`src/rtl/hecc_pkg.sv`:
```
// Shared defaults and helpers for the streaming Hamming ECC generator.
// Assumes byte width and step length are powers of two.
package hecc_pkg;
    localparam int DEF_DATA_W     = 8;
    localparam int DEF_STEP_BYTES = 256;
    localparam int CODE_BYTES     = 3;

    // Mask of the bit positions in a byte whose index has bit k set.
    function automatic logic [DEF_DATA_W-1:0] pos_mask(input int k);
        logic [DEF_DATA_W-1:0] m;
        for (int b = 0; b < DEF_DATA_W; b++) begin
            m[b] = ((b >> k) & 1) != 0;
        end
        return m;
    endfunction
endpackage

```
`src/rtl/hecc_col_parity.sv`:
```
// Column parity of one byte: an even/odd pair per bit-position index bit,
// plus the XOR of the whole byte used by the line parity.
// Assumes DATA_W equals the package default so pos_mask lines up.
module hecc_col_parity #(
    parameter int DATA_W = hecc_pkg::DEF_DATA_W,
    localparam int CB    = $clog2(DATA_W),
    localparam int COL_W = 2 * CB
) (
    input  logic [DATA_W-1:0] data_i,
    output logic [COL_W-1:0]  col_o,
    output logic              bpar_o
);
    // Whole-byte parity feeds every line pair.
    assign bpar_o = ^data_i;

    // One pair of column parities per position index bit.
    for (genvar k = 0; k < CB; k++) begin : g_col
        localparam logic [DATA_W-1:0] MASK = hecc_pkg::pos_mask(k);
        assign col_o[2*k]   = ^(data_i & ~MASK);
        assign col_o[2*k+1] = ^(data_i & MASK);
    end
endmodule

```
`src/rtl/hecc_step_counter.sv`:
```
// Byte index within the current step; flags the final byte.
// Assumes STEP_BYTES is a power of two so the index wraps on its own.
module hecc_step_counter #(
    parameter int STEP_BYTES = hecc_pkg::DEF_STEP_BYTES,
    localparam int IDX_W     = $clog2(STEP_BYTES)
) (
    input  logic             clk,
    input  logic             rst_n,
    input  logic             clr_i,
    input  logic             take_i,
    output logic [IDX_W-1:0] idx_o,
    output logic             last_o
);
    // Index register: cleared by reset or clear, advanced per accepted byte.
    always_ff @(posedge clk) begin
        if (!rst_n || clr_i) begin
            idx_o <= '0;
        end else if (take_i) begin
            idx_o <= idx_o + 1'b1;
        end
    end

    // Final byte of the step.
    assign last_o = (idx_o == IDX_W'(STEP_BYTES - 1));
endmodule

```
`src/rtl/hecc_accum.sv`:
```
// Running column and line parity; latches the finished word at step end.
// Assumes idx_i and last_i come from the step counter of the same cycle.
module hecc_accum #(
    parameter int IDX_W = 8,
    parameter int COL_W = 6,
    localparam int LINE_W = 2 * IDX_W,
    localparam int ECC_W  = COL_W + LINE_W
) (
    input  logic             clk,
    input  logic             rst_n,
    input  logic             clr_i,
    input  logic             take_i,
    input  logic             last_i,
    input  logic [IDX_W-1:0] idx_i,
    input  logic [COL_W-1:0] col_i,
    input  logic             bpar_i,
    output logic [ECC_W-1:0] ecc_o,
    output logic             valid_o
);
    logic [COL_W-1:0]  col_run;
    logic [LINE_W-1:0] line_run;
    logic [LINE_W-1:0] line_inc;
    logic [COL_W-1:0]  col_nx;
    logic [LINE_W-1:0] line_nx;

    // Route byte parity to the even or odd member of each line pair.
    for (genvar j = 0; j < IDX_W; j++) begin : g_line
        assign line_inc[2*j]   = bpar_i & ~idx_i[j];
        assign line_inc[2*j+1] = bpar_i &  idx_i[j];
    end

    assign col_nx  = col_run ^ col_i;
    assign line_nx = line_run ^ line_inc;

    // Accumulate, and on the final byte latch the word and restart.
    always_ff @(posedge clk) begin
        if (!rst_n) begin
            col_run  <= '0;
            line_run <= '0;
            ecc_o    <= '0;
            valid_o  <= 1'b0;
        end else begin
            valid_o <= 1'b0;
            if (clr_i) begin
                col_run  <= '0;
                line_run <= '0;
            end else if (take_i) begin
                if (last_i) begin
                    ecc_o    <= {line_nx, col_nx};
                    valid_o  <= 1'b1;
                    col_run  <= '0;
                    line_run <= '0;
                end else begin
                    col_run  <= col_nx;
                    line_run <= line_nx;
                end
            end
        end
    end
endmodule

```
`src/rtl/hecc_format.sv`:
```
// Stored-form conversion: raw word moved up two bits, inverted, 24 bits.
// Assumes nothing about timing; purely combinational.
module hecc_format #(
    parameter int ECC_W  = 22,
    localparam int CODE_W = 8 * hecc_pkg::CODE_BYTES,
    localparam int SH_W   = ECC_W + 2
) (
    input  logic [ECC_W-1:0]  ecc_i,
    output logic [CODE_W-1:0] code_o
);
    logic [SH_W-1:0] shifted;
    assign shifted = {ecc_i, 2'b00};

    // Truncate or zero-extend to the stored width, then invert.
    if (SH_W >= CODE_W) begin : g_trunc
        assign code_o = ~shifted[CODE_W-1:0];
    end else begin : g_pad
        assign code_o = ~{{(CODE_W - SH_W){1'b0}}, shifted};
    end
endmodule

```
`src/rtl/hamming_step_ecc.sv`:
```
// Top: streaming Hamming ECC generator over fixed-length byte steps.
// Accepts a byte when byte_vld and ecc_en are both high; ecc_clr restarts
// the step and wins over a byte in the same cycle.
// Assumes DATA_W and STEP_BYTES are powers of two.
module hamming_step_ecc #(
    parameter int DATA_W     = hecc_pkg::DEF_DATA_W,
    parameter int STEP_BYTES = hecc_pkg::DEF_STEP_BYTES,
    localparam int IDX_W  = $clog2(STEP_BYTES),
    localparam int COL_W  = 2 * $clog2(DATA_W),
    localparam int ECC_W  = COL_W + 2 * IDX_W,
    localparam int CODE_W = 8 * hecc_pkg::CODE_BYTES
) (
    input  logic              clk,
    input  logic              rst_n,
    input  logic              ecc_en,
    input  logic              ecc_clr,
    input  logic              byte_vld,
    input  logic [DATA_W-1:0] byte_data,
    output logic [ECC_W-1:0]  ecc_word,
    output logic              ecc_valid,
    output logic [7:0]        code_hi,
    output logic [7:0]        code_mid,
    output logic [7:0]        code_lo
);
    logic             take;
    logic [IDX_W-1:0] idx;
    logic             last;
    logic [COL_W-1:0] col;
    logic             bpar;
    logic [CODE_W-1:0] code;

    assign take = byte_vld & ecc_en & ~ecc_clr;

    hecc_col_parity #(.DATA_W(DATA_W)) u_col (
        .data_i (byte_data),
        .col_o  (col),
        .bpar_o (bpar)
    );

    hecc_step_counter #(.STEP_BYTES(STEP_BYTES)) u_cnt (
        .clk    (clk),
        .rst_n  (rst_n),
        .clr_i  (ecc_clr),
        .take_i (take),
        .idx_o  (idx),
        .last_o (last)
    );

    hecc_accum #(.IDX_W(IDX_W), .COL_W(COL_W)) u_acc (
        .clk     (clk),
        .rst_n   (rst_n),
        .clr_i   (ecc_clr),
        .take_i  (take),
        .last_i  (last),
        .idx_i   (idx),
        .col_i   (col),
        .bpar_i  (bpar),
        .ecc_o   (ecc_word),
        .valid_o (ecc_valid)
    );

    hecc_format #(.ECC_W(ECC_W)) u_fmt (
        .ecc_i  (ecc_word),
        .code_o (code)
    );

    assign code_hi  = code[23:16];
    assign code_mid = code[15:8];
    assign code_lo  = code[7:0];
endmodule

```
`config.mk`:
```
export PLATFORM = sky130hd
export DESIGN_NAME = hamming_step_ecc
export DESIGN_NICKNAME = d
export VERILOG_FILES = /design/src/rtl/hecc_pkg.sv /design/src/rtl/hecc_col_parity.sv /design/src/rtl/hecc_step_counter.sv /design/src/rtl/hecc_accum.sv /design/src/rtl/hecc_format.sv /design/src/rtl/hamming_step_ecc.sv
export SDC_FILE = /design/constraint.sdc
export NUM_CORES = 1
export LEC_CHECK = 0
export ABC_AREA = 1
export BUFFER_PORTS_ARGS = -buffer_cell sky130_fd_sc_hd__clkbuf_2
export CAP_MARGIN = 10
export CORE_UTILIZATION = 45
export CTS_CLUSTER_DIAMETER = 40
export DETAILED_ROUTE_END_ITERATION = 8
export PLACE_DENSITY = 0.75
export SLEW_MARGIN = 20
export SYNTH_ARGS = -nofsm -noshare
export SYNTH_HDL_FRONTEND = slang
export SYNTH_SLANG_ARGS = --single-unit
```
`constraint.sdc`:
```
create_clock -name clk -period 1.7 [get_ports clk]
set_input_delay 0.34 -clock clk [delete_from_list [all_inputs] [get_ports clk]]
set_output_delay 0.34 -clock clk [all_outputs]
set_load 0.01 [all_outputs]
```
-- After elaboration in Yosys (flattened, before gate mapping)
Cells that the tools add are included.
- mux-type cells: 3
- bitwise logic cells: 32
- magnitude comparators: 0
- reduce and logical (&&, ||, !) cells: 12
- multiply operators: 0
- div/mod/pow operators: 0
- shift-type cells: 0
- eq/ne operators: 1
- $add $sub $neg: 1
- operator list (operator ; number):
    $reduce_xor 8->1 ; 7
    $not 24->24 ; 1
    $and 1x1->1 ; 18
    $mux 16 ; 1
    $xor 16x16->16 ; 1
    $not 1->1 ; 11
    $add 8x1->8 const B ; 1
    $eq 8x8->1 const B ; 1
    $mux 6 ; 1
    $xor 6x6->6 ; 1
    $reduce_and 3->1 ; 1
    $reduce_or 3->1 ; 1
    $reduce_or 2->1 ; 1
    $logic_not 1->1 ; 1
    $logic_or 1x1->1 ; 1
    $mux 1 ; 1
- memory bits (read-only): 0
- output and inout port bits: 47
- latch bits: 0
- bits in registers: 53
- word-level logic and storage cells: 54
- memory bits (writable): 0
- memories kept: 0
- input bits: 13

-- Depth between registers and ports, before layout
Gate-level depths: netlist (run 1).
- word-level depth: 4
- gate-level depth with buffers: 13
- mapped depth without buffers: 12

-- Cells and area by module
From an unflattened synthesis (run 1), not the netlist that was laid out.
- cells, all modules: 420
- area total of the unflattened synthesis: 2701.3 um^2
- modules (own cells, without submodules) (module ; times used ; sequential area each (um^2) ; area an instance (um^2) ; cells an instance):
    hecc_accum ; 1 ; 900.9 ; 1966.9 ; 294
    hecc_step_counter ; 1 ; 160.2 ; 367.9 ; 51
    hecc_col_parity ; 1 ; 0.0 ; 255.2 ; 48
    hecc_format ; 1 ; 0.0 ; 101.3 ; 25
    hamming_step_ecc ; 1 ; 0.0 ; 10.0 ; 2

-- Worst setup path before layout (run 1)
No wires, ideal clock.
- kind: register to register
- start: register u_cnt.idx_o[0]
- end: register u_acc.ecc_o[0]
- cell stages (with the launch flop): 9
- arrival: 1.384 ns
- period minus slack after synthesis: 1.497 ns
- setup slack: 0.203 ns
- library setup time: 0.113 ns
- data required time: 1.587 ns
- path buffers: 2
- cells stage by stage: dfxtp_1 ha_1 nand3_1 nor4_4 nand2_2 buf_6 buf_6 o21ai_1 inv_1
- longest elaborated chain between the ends: 2
- RTL lines (element ; line ; source):
    start: declaration ; hecc_step_counter.sv:11 ; output logic [IDX_W-1:0] idx_o,
    start signal: assignment ; hecc_step_counter.sv:19 ; idx_o <= idx_o + 1'b1;
    $eq 8x8->1 ; hecc_step_counter.sv:24 ; assign last_o = (idx_o == IDX_W'(STEP_BYTES - 1));
    $reduce_and 3->1 (no line) ; -- ;
    end signal: assignment ; hecc_accum.sv:49 ; ecc_o <= {line_nx, col_nx};
    end: declaration ; hecc_accum.sv:17 ; output logic [ECC_W-1:0] ecc_o,
No other way between the ends.
A chain may end at the register's enable or synchronous reset.

-- Worst setup path in the final report (run 1)
- start: register u_cnt.idx_o[0]
- end: register u_acc.ecc_o[8]
The elaborated chain is that of the path after synthesis.

==> flow_metrics.env, run 1 <==
export IMPL_drt_initial_drc_count=293
export IMPL_drv_slew=0
export IMPL_rsz0062_at_grt="false"
export IMPL_final_hold_violation_count=0
export IMPL_clk_latency_ns=0.31
export IMPL_switchingPower_uw=615
export IMPL_area_growth_pct=19.1
export IMPL_die_w_um=81.0
export IMPL_reg2reg_from="u_cnt.idx_o[0]"
export IMPL_clock_sinks=53
export IMPL_dpl_hpwl_um=4850
export IMPL_crit_type="reg -> reg"
export IMPL_p_clk_share_pct=31.0
export IMPL_power_frac_comb_pct=13.5
export IMPL_syn_avg_cell_area_um2=6.47
export IMPL_irDropWorstVdd_uv=462
export IMPL_setup_violations=0
export IMPL_io_buffers=57
export IMPL_gp_congestion=0.866
export IMPL_antenna_cells=0
export IMPL_clock_root_buffer="clkbuf_8"
export IMPL_io_pin_count=60
export IMPL_ys_warn_count=0
export IMPL_fin_util_pct=56.1
export IMPL_skew_ns=0.0117
export IMPL_nets=516
export IMPL_holdPathEnd="u_acc.line_run[6]"
export IMPL_layout_drive_gt1_share_pct=20.1
export IMPL_synth_yosys_seq_area_share_pct=37.8
export IMPL_synth_area_um2=2810
export IMPL_start_kind="register"
export IMPL_viasPerCell=4.80
export IMPL_rr_endpoint="u_acc.ecc_o[8]"
export IMPL_initial_core_util_pct=47.1
export IMPL_p_leak_uw=0.00164
export IMPL_fillCellCount=567
export IMPL_grt_max_degree=24
export IMPL_clk_pin_slew_ns=0.09
export IMPL_multiInputGateArea_um2=1340
export IMPL_die_h_um=81.0
export IMPL_dr_pass1_iters=4
export IMPL_overflow=0
export IMPL_finalCriticalPeriod_ns=1.55
export IMPL_critPathMaxFanout=12
export IMPL_routedWlPerCell_um=11.1
export IMPL_max_freq_mhz=646
export IMPL_worst_r2r_path_depth=8
export IMPL_cts_buffer_depth=2
export IMPL_max_cap_violations=0
export IMPL_synth_edf_count=0
export IMPL_power_frac_seq_pct=55.5
export IMPL_rrSetupSlack_ns=0.15
export IMPL_ys_types=24
export IMPL_seq_area_um2=1060
export IMPL_yosys_register_bits=53
export IMPL_coreArea_um2=5960
export IMPL_hold_class="reg -> reg"
export IMPL_rows=28
export IMPL_postSynthCellCount=434
export IMPL_grt_pass1_wl_um=10700
export IMPL_cts_tree="done"
export IMPL_cp_data_arrival_time_ns=1.81
export IMPL_final_period_utilization_pct=91.0
export IMPL_dieArea_um2=6560
export IMPL_ant_nets=0
export IMPL_p_sw_share_pct=27.2
export IMPL_outcome="finished, final reports clean"
export IMPL_htree_levels=2
export IMPL_routed_via_count=2772
export IMPL_crit_required_ns=1.96
export IMPL_grt_total_usage_pct=21.1
export IMPL_async_reset_ff_share_pct=0
export IMPL_numCtsBuffers=5
export IMPL_grt_pass1_vias=2423
export IMPL_cp_end_kind="register"
export IMPL_p_per_area_nw_per_um2=676
export IMPL_min_from="u_acc.line_run[6]"
export IMPL_drc=0
export IMPL_tns_ns=0
export IMPL_p_int_uw=1640
export IMPL_antenna_found_initial=0
export IMPL_routed_wl_um=6440
export IMPL_hold_depth=2
export IMPL_ys_flop_type="dfxtp_1"
[cells in the mapped netlist, types with 3 or more instances]
| library cell | instances | area share (%) |
|---|---|---|
| xor2_1 | 13 | 4.1 |
| nor2_1 | 8 | 1.1 |
| o21ai_1 | 6 | 1.1 |
| nand3_1 | 52 | 9.3 |
| buf_4 | 4 | 1.1 |
| clkbuf_1 | 6 | 0.80 |
| nand2_1 | 135 | 18 |
| dfxtp_1 | 53 | 38 |
| buf_6 | 3 | 1.2 |
| inv_1 | 77 | 10 |
| nand2_2 | 6 | 1.3 |
| buf_2 | 4 | 0.71 |
| a21oi_1 | 47 | 8.4 |
| o21ai_0 | 4 | 0.71 |
| a21oi_2 | 3 | 0.94 |
| inv_2 | 4 | 0.53 |
[worst max-delay path: stages, from the launching register on]
cell and delay (ns):
dfxtp_1 0.35, ha_1 0.19, nand3_2 0.12, nor4_4 0.19
nand2_2 0.15, buf_4 0.22, a21oi_2 0.17, nand2_1 0.07
inv_1 0.04
[state kept, by name (all words and copies together) (netlist names)]
| register | cells |
|---|---|
| u_acc.ecc_o | 22 |
| u_acc.line_run | 16 |
| u_acc.col_run | 6 |
| u_cnt.idx_o | 8 |
| u_acc.valid_o | 1 |
[per-layer routing]
| layer | GRT usage, % | part of all wire (%) |
|---|---|---|
| met1 | 26.8 | 47 |
| met2 | 35.2 | 47 |
| met3 | 3.60 | 4.7 |
| met4 | 8.57 | 1.2 |
| met5 | 0 | 0 |
[per-stage QoR]
step                total power (µW)  hold slack (ns)  area (µm²)  std cells  setup WS [ns]
finish                          2260            0.481        3340        578          0.153
global route                    2370            0.487        3340        578         0.0233
CTS                             2270            0.476        3330        578         0.0678
detailed placement              1580            0.472        3250        570         0.0393
global placement                1580            0.462        3250        570         0.0863
floorplan                       1490            0.457        2810        435          0.203
[how the worst max path moves through the flow]
stage / from / endpoint / slack [ns] / cells past startpoint
floorplan: u_cnt.idx_o[0] / u_acc.ecc_o[0] / 0.20 / 8
global placement: u_cnt.idx_o[0] / u_acc.ecc_o[8] / 0.09 / 8
detailed placement: byte_data[1] / u_acc.ecc_o[14] / 0.04 / 13
CTS: u_cnt.idx_o[0] / u_acc.ecc_o[8] / 0.07 / 8
global route: u_cnt.idx_o[0] / u_acc.ecc_o[4] / 0.02 / 8
finish: u_cnt.idx_o[0] / u_acc.ecc_o[8] / 0.15 / 8
[power by group through the flow]
stage	clock network, µW	registers (µW)	logic [µW]
2_1_floorplan	0	1280	206
3_3_place_gp	0	1280	297
3_5_place_dp	0	1280	301
4_1_cts	718	1250	302
5_1_grt	773	1260	341
6_report	701	1250	305
[placed cells by master (no fill, tap or decap), drive strengths merged]
cell type  count
nand2        141
inv           80
clkbuf        63
dfxtp         53
nand3         52
a21oi         50
buf           21
xor2          13
o21ai         10
nor2           8
clkinv         4
xnor2          2
conb           2
nor4           1
nor3           1
o21a           1
ha             1
[layout make-up]
class                      count  share of cell area, %
clock inverter                 2                  0.300
sequential                    53                   31.7
tap                           75                   2.81
clock buffer                   6                   2.17
timing repair buffer          78                   13.6
inverter                      82                   9.25
multi-input combinational    282                   40.1
[repair_timing]
item / in CTS / in global routing
hold buffers: 0 / 0
setup endpoints to repair: 0 / 16
setup buffers: 0 / 0
resized for setup: 0 / 3
[logic make-up after synthesis]
| family | share of synthesized area, % |
|---|---|
| fa+ha+maj | 0.446 |
| flops | 37.8 |
| other cells | 0.134 |
| simple gates | 30.7 |
| compound gates | 11.4 |
| xor+xnor | 4.68 |
| buf+inv | 14.9 |
Note: power is estimated with default switching activity, not from simulation.
==> inputs of run 2 (changes only) <==
PLACE_DENSITY = 0.78   (was 0.75)
SKIP_LAST_GASP = 1   (was not set)
clock period = 1.3 ns   (was 1.7 ns; I/O delays follow)
==> run 2 against run 1 <==
Effect of this change:
- via count grew 8.3%
- clock power grew 46%
- non-clock buffer count grew 28
- clock-buffer cell count is the same
- sequential power grew 31%
- critical endpoint is now u_cnt.idx_o[6]
- the flow now finishes with violations (negative setup slack)
- combinational power grew 74%
==> flow_metrics.env, run 2 (same netlist as run 1, synthesis figures left out) <==
export IMPL_overflow=0
export IMPL_antenna_found_initial=0
export IMPL_cts_buffer_depth=2
export IMPL_p_leak_uw=0.00185
export IMPL_start_kind="register"
export IMPL_mostFrequentLayoutCells="nand2_1, inv_1, clkbuf_2"
export IMPL_cp_end_kind="register"
export IMPL_drv_slew=0
export IMPL_layout_drive_gt1_share_pct=35.5
export IMPL_ant_nets=0
export IMPL_routed_wl_um=7620
export IMPL_rsz0062_at_grt="true"
export IMPL_clk_pin_slew_ns=0.09
export IMPL_setup_violations=47
export IMPL_fin_ws_ns=-0.140
export IMPL_io_pin_count=60
export IMPL_dieArea_um2=6560
export IMPL_dpl_hpwl_um=5020
export IMPL_nets=544
export IMPL_power_frac_comb_pct=16.6
export IMPL_routed_via_count=3002
export IMPL_fillCellCount=474
export IMPL_htree_levels=2
export IMPL_gp_congestion=0.834
export IMPL_final_period_utilization_pct=111
export IMPL_final_common_cell="nand2_1"
export IMPL_drt_initial_drc_count=198
export IMPL_initial_core_util_pct=47.1
export IMPL_pre_cts_slack_ns=-0.264
export IMPL_viasPerCell=4.96
export IMPL_final_hold_violation_count=0
export IMPL_grt_pass1_vias=2914
export IMPL_numCtsBuffers=5
export IMPL_coreArea_um2=5960
export IMPL_switchingPower_uw=874
export IMPL_top_regs="u_acc.ecc_o (22), u_acc.line_run (16), u_cnt.idx_o (8)"
export IMPL_crit_type="reg -> reg"
export IMPL_dr_pass1_iters=4
export IMPL_multiInputGateArea_um2=1630
export IMPL_power_uw=3200
export IMPL_max_freq_mhz=695
export IMPL_p_int_uw=2320
export IMPL_regMostFlops="u_acc.ecc_o"
export IMPL_antenna_cells=0
export IMPL_irDropWorstVdd_uv=543
export IMPL_violations="negative setup slack"
export IMPL_grt_max_degree=24
export IMPL_power_frac_seq_pct=51.3
export IMPL_max_cap_violations=0
export IMPL_finalCriticalPeriod_ns=1.44
export IMPL_p_sw_share_pct=27.4
export IMPL_dp_cells=594
export IMPL_cp_data_arrival_time_ns=1.68
export IMPL_clk_latency_ns=0.31
export IMPL_grt_total_usage_pct=23.9
export IMPL_area_growth_pct=38.9
export IMPL_die_w_um=81.0
export IMPL_routedWlPerCell_um=12.6
export IMPL_die_h_um=81.0
export IMPL_p_per_area_nw_per_um2=820
export IMPL_io_buffers=57
export IMPL_clock_sinks=53
export IMPL_outcome="complete, but fails checks"
export IMPL_finalHoldWorstSlack_ns=0.423
export IMPL_grt_pass1_wl_um=12300
export IMPL_fin_cells=605
export IMPL_crit_required_ns=1.54
export IMPL_skew_ns=0.00852
export IMPL_cts_tree="done"
export IMPL_seq_area_um2=1070
export IMPL_hold_class="in -> reg"
export IMPL_drc=0
export IMPL_p_clk_share_pct=32.0
export IMPL_rows=28
export IMPL_cts_hold_buf=0
export IMPL_largest_reg_flops=22
export IMPL_critPathMaxFanout=2
export IMPL_clock_root_buffer="clkbuf_8"
run 2: changes by cell type in the layout (fill, tap and decap cells not counted), moves of 5 or more:
| cell | previous run | this run |
|---|---|---|
| a21oi_1 | 46 | 22 |
| a21oi_2 | 4 | 28 |
| buf_4 | 20 | 42 |
| nand3_1 | 51 | 34 |
| nand3_2 | 1 | 14 |
| nand2_1 | 135 | 126 |
| nand2_4 | 0 | 5 |
run 2: worst paths after layout:
check	from	end	slack [ns]	depth (start not counted)
setup / recovery	u_cnt.idx_o[1]	u_cnt.idx_o[6]	-0.14	10
hold / removal	ecc_clr	u_cnt.idx_o[4]	0.42	5
setup reg to reg	u_cnt.idx_o[1]	u_cnt.idx_o[6]	-0.14	10
hold reg to reg	u_acc.col_run[1]	u_acc.col_run[1]	0.50	2
run 2: through the flow:
step | setup TNS, ns | cell area [µm²] | util (%)
6_report | -4.59 | 3900 | 65.5
5_1_grt | -8.77 | 3900 | 65.5
4_1_cts | -3.47 | 3780 | 63.5
3_5_place_dp | -8.51 | 3460 | 58.2
3_3_place_gp | -5.29 | 3460 | 58.2
2_1_floorplan | -0.755 | 2850 | -
run 2: power by group through the flow:
stage / combinational, µW / sequential (µW) / clock [µW]
finish: 532 / 1640 / 1020
CTS: 493 / 1640 / 1030
floorplan: 271 / 1680 / 0
detailed placement: 453 / 1680 / 0
global placement: 443 / 1680 / 0
global route: 576 / 1640 / 1100
run 2: area by class of cell:
cell class | count | share of cell area [%]
repair buffers | 106 | 18.0
clock buffers | 6 | 2.41
multi-input cells | 282 | 41.8
inverters | 82 | 7.96
flip-flops and latches | 53 | 27.3
clock inverters | 1 | 0.128
well taps | 75 | 2.41
run 2: layer usage:
| metal | track usage [%] | up-vias | wire, µm |
|---|---|---|---|
| li1 | - | 1525 | - |
| met1 | 28.4 | 1372 | 3350 |
| met2 | 42.4 | 93 | 3820 |
| met3 | 3.03 | 12 | 351 |
| met4 | 11.1 | 0 | 104 |
| met5 | 0 | - | 0 |
run 2: what timing repair did:
item,4_1_cts,5_1_grt
setup buffers,3,1
pin swaps,20,6
gates resized for setup,51,26
gates cloned,0,0
endpoints found under the setup margin,46,49
run 2: worst max-delay path, cell delays in order (launching register included):
cell,delay (ns)
dfxtp_2,0.37
ha_4,0.15
nand3_4,0.08
buf_4,0.14
buf_6,0.10
buf_4,0.13
nor2_4,0.08
nand2_2,0.07
inv_2,0.06
nand2_1,0.06
a21oi_2,0.13
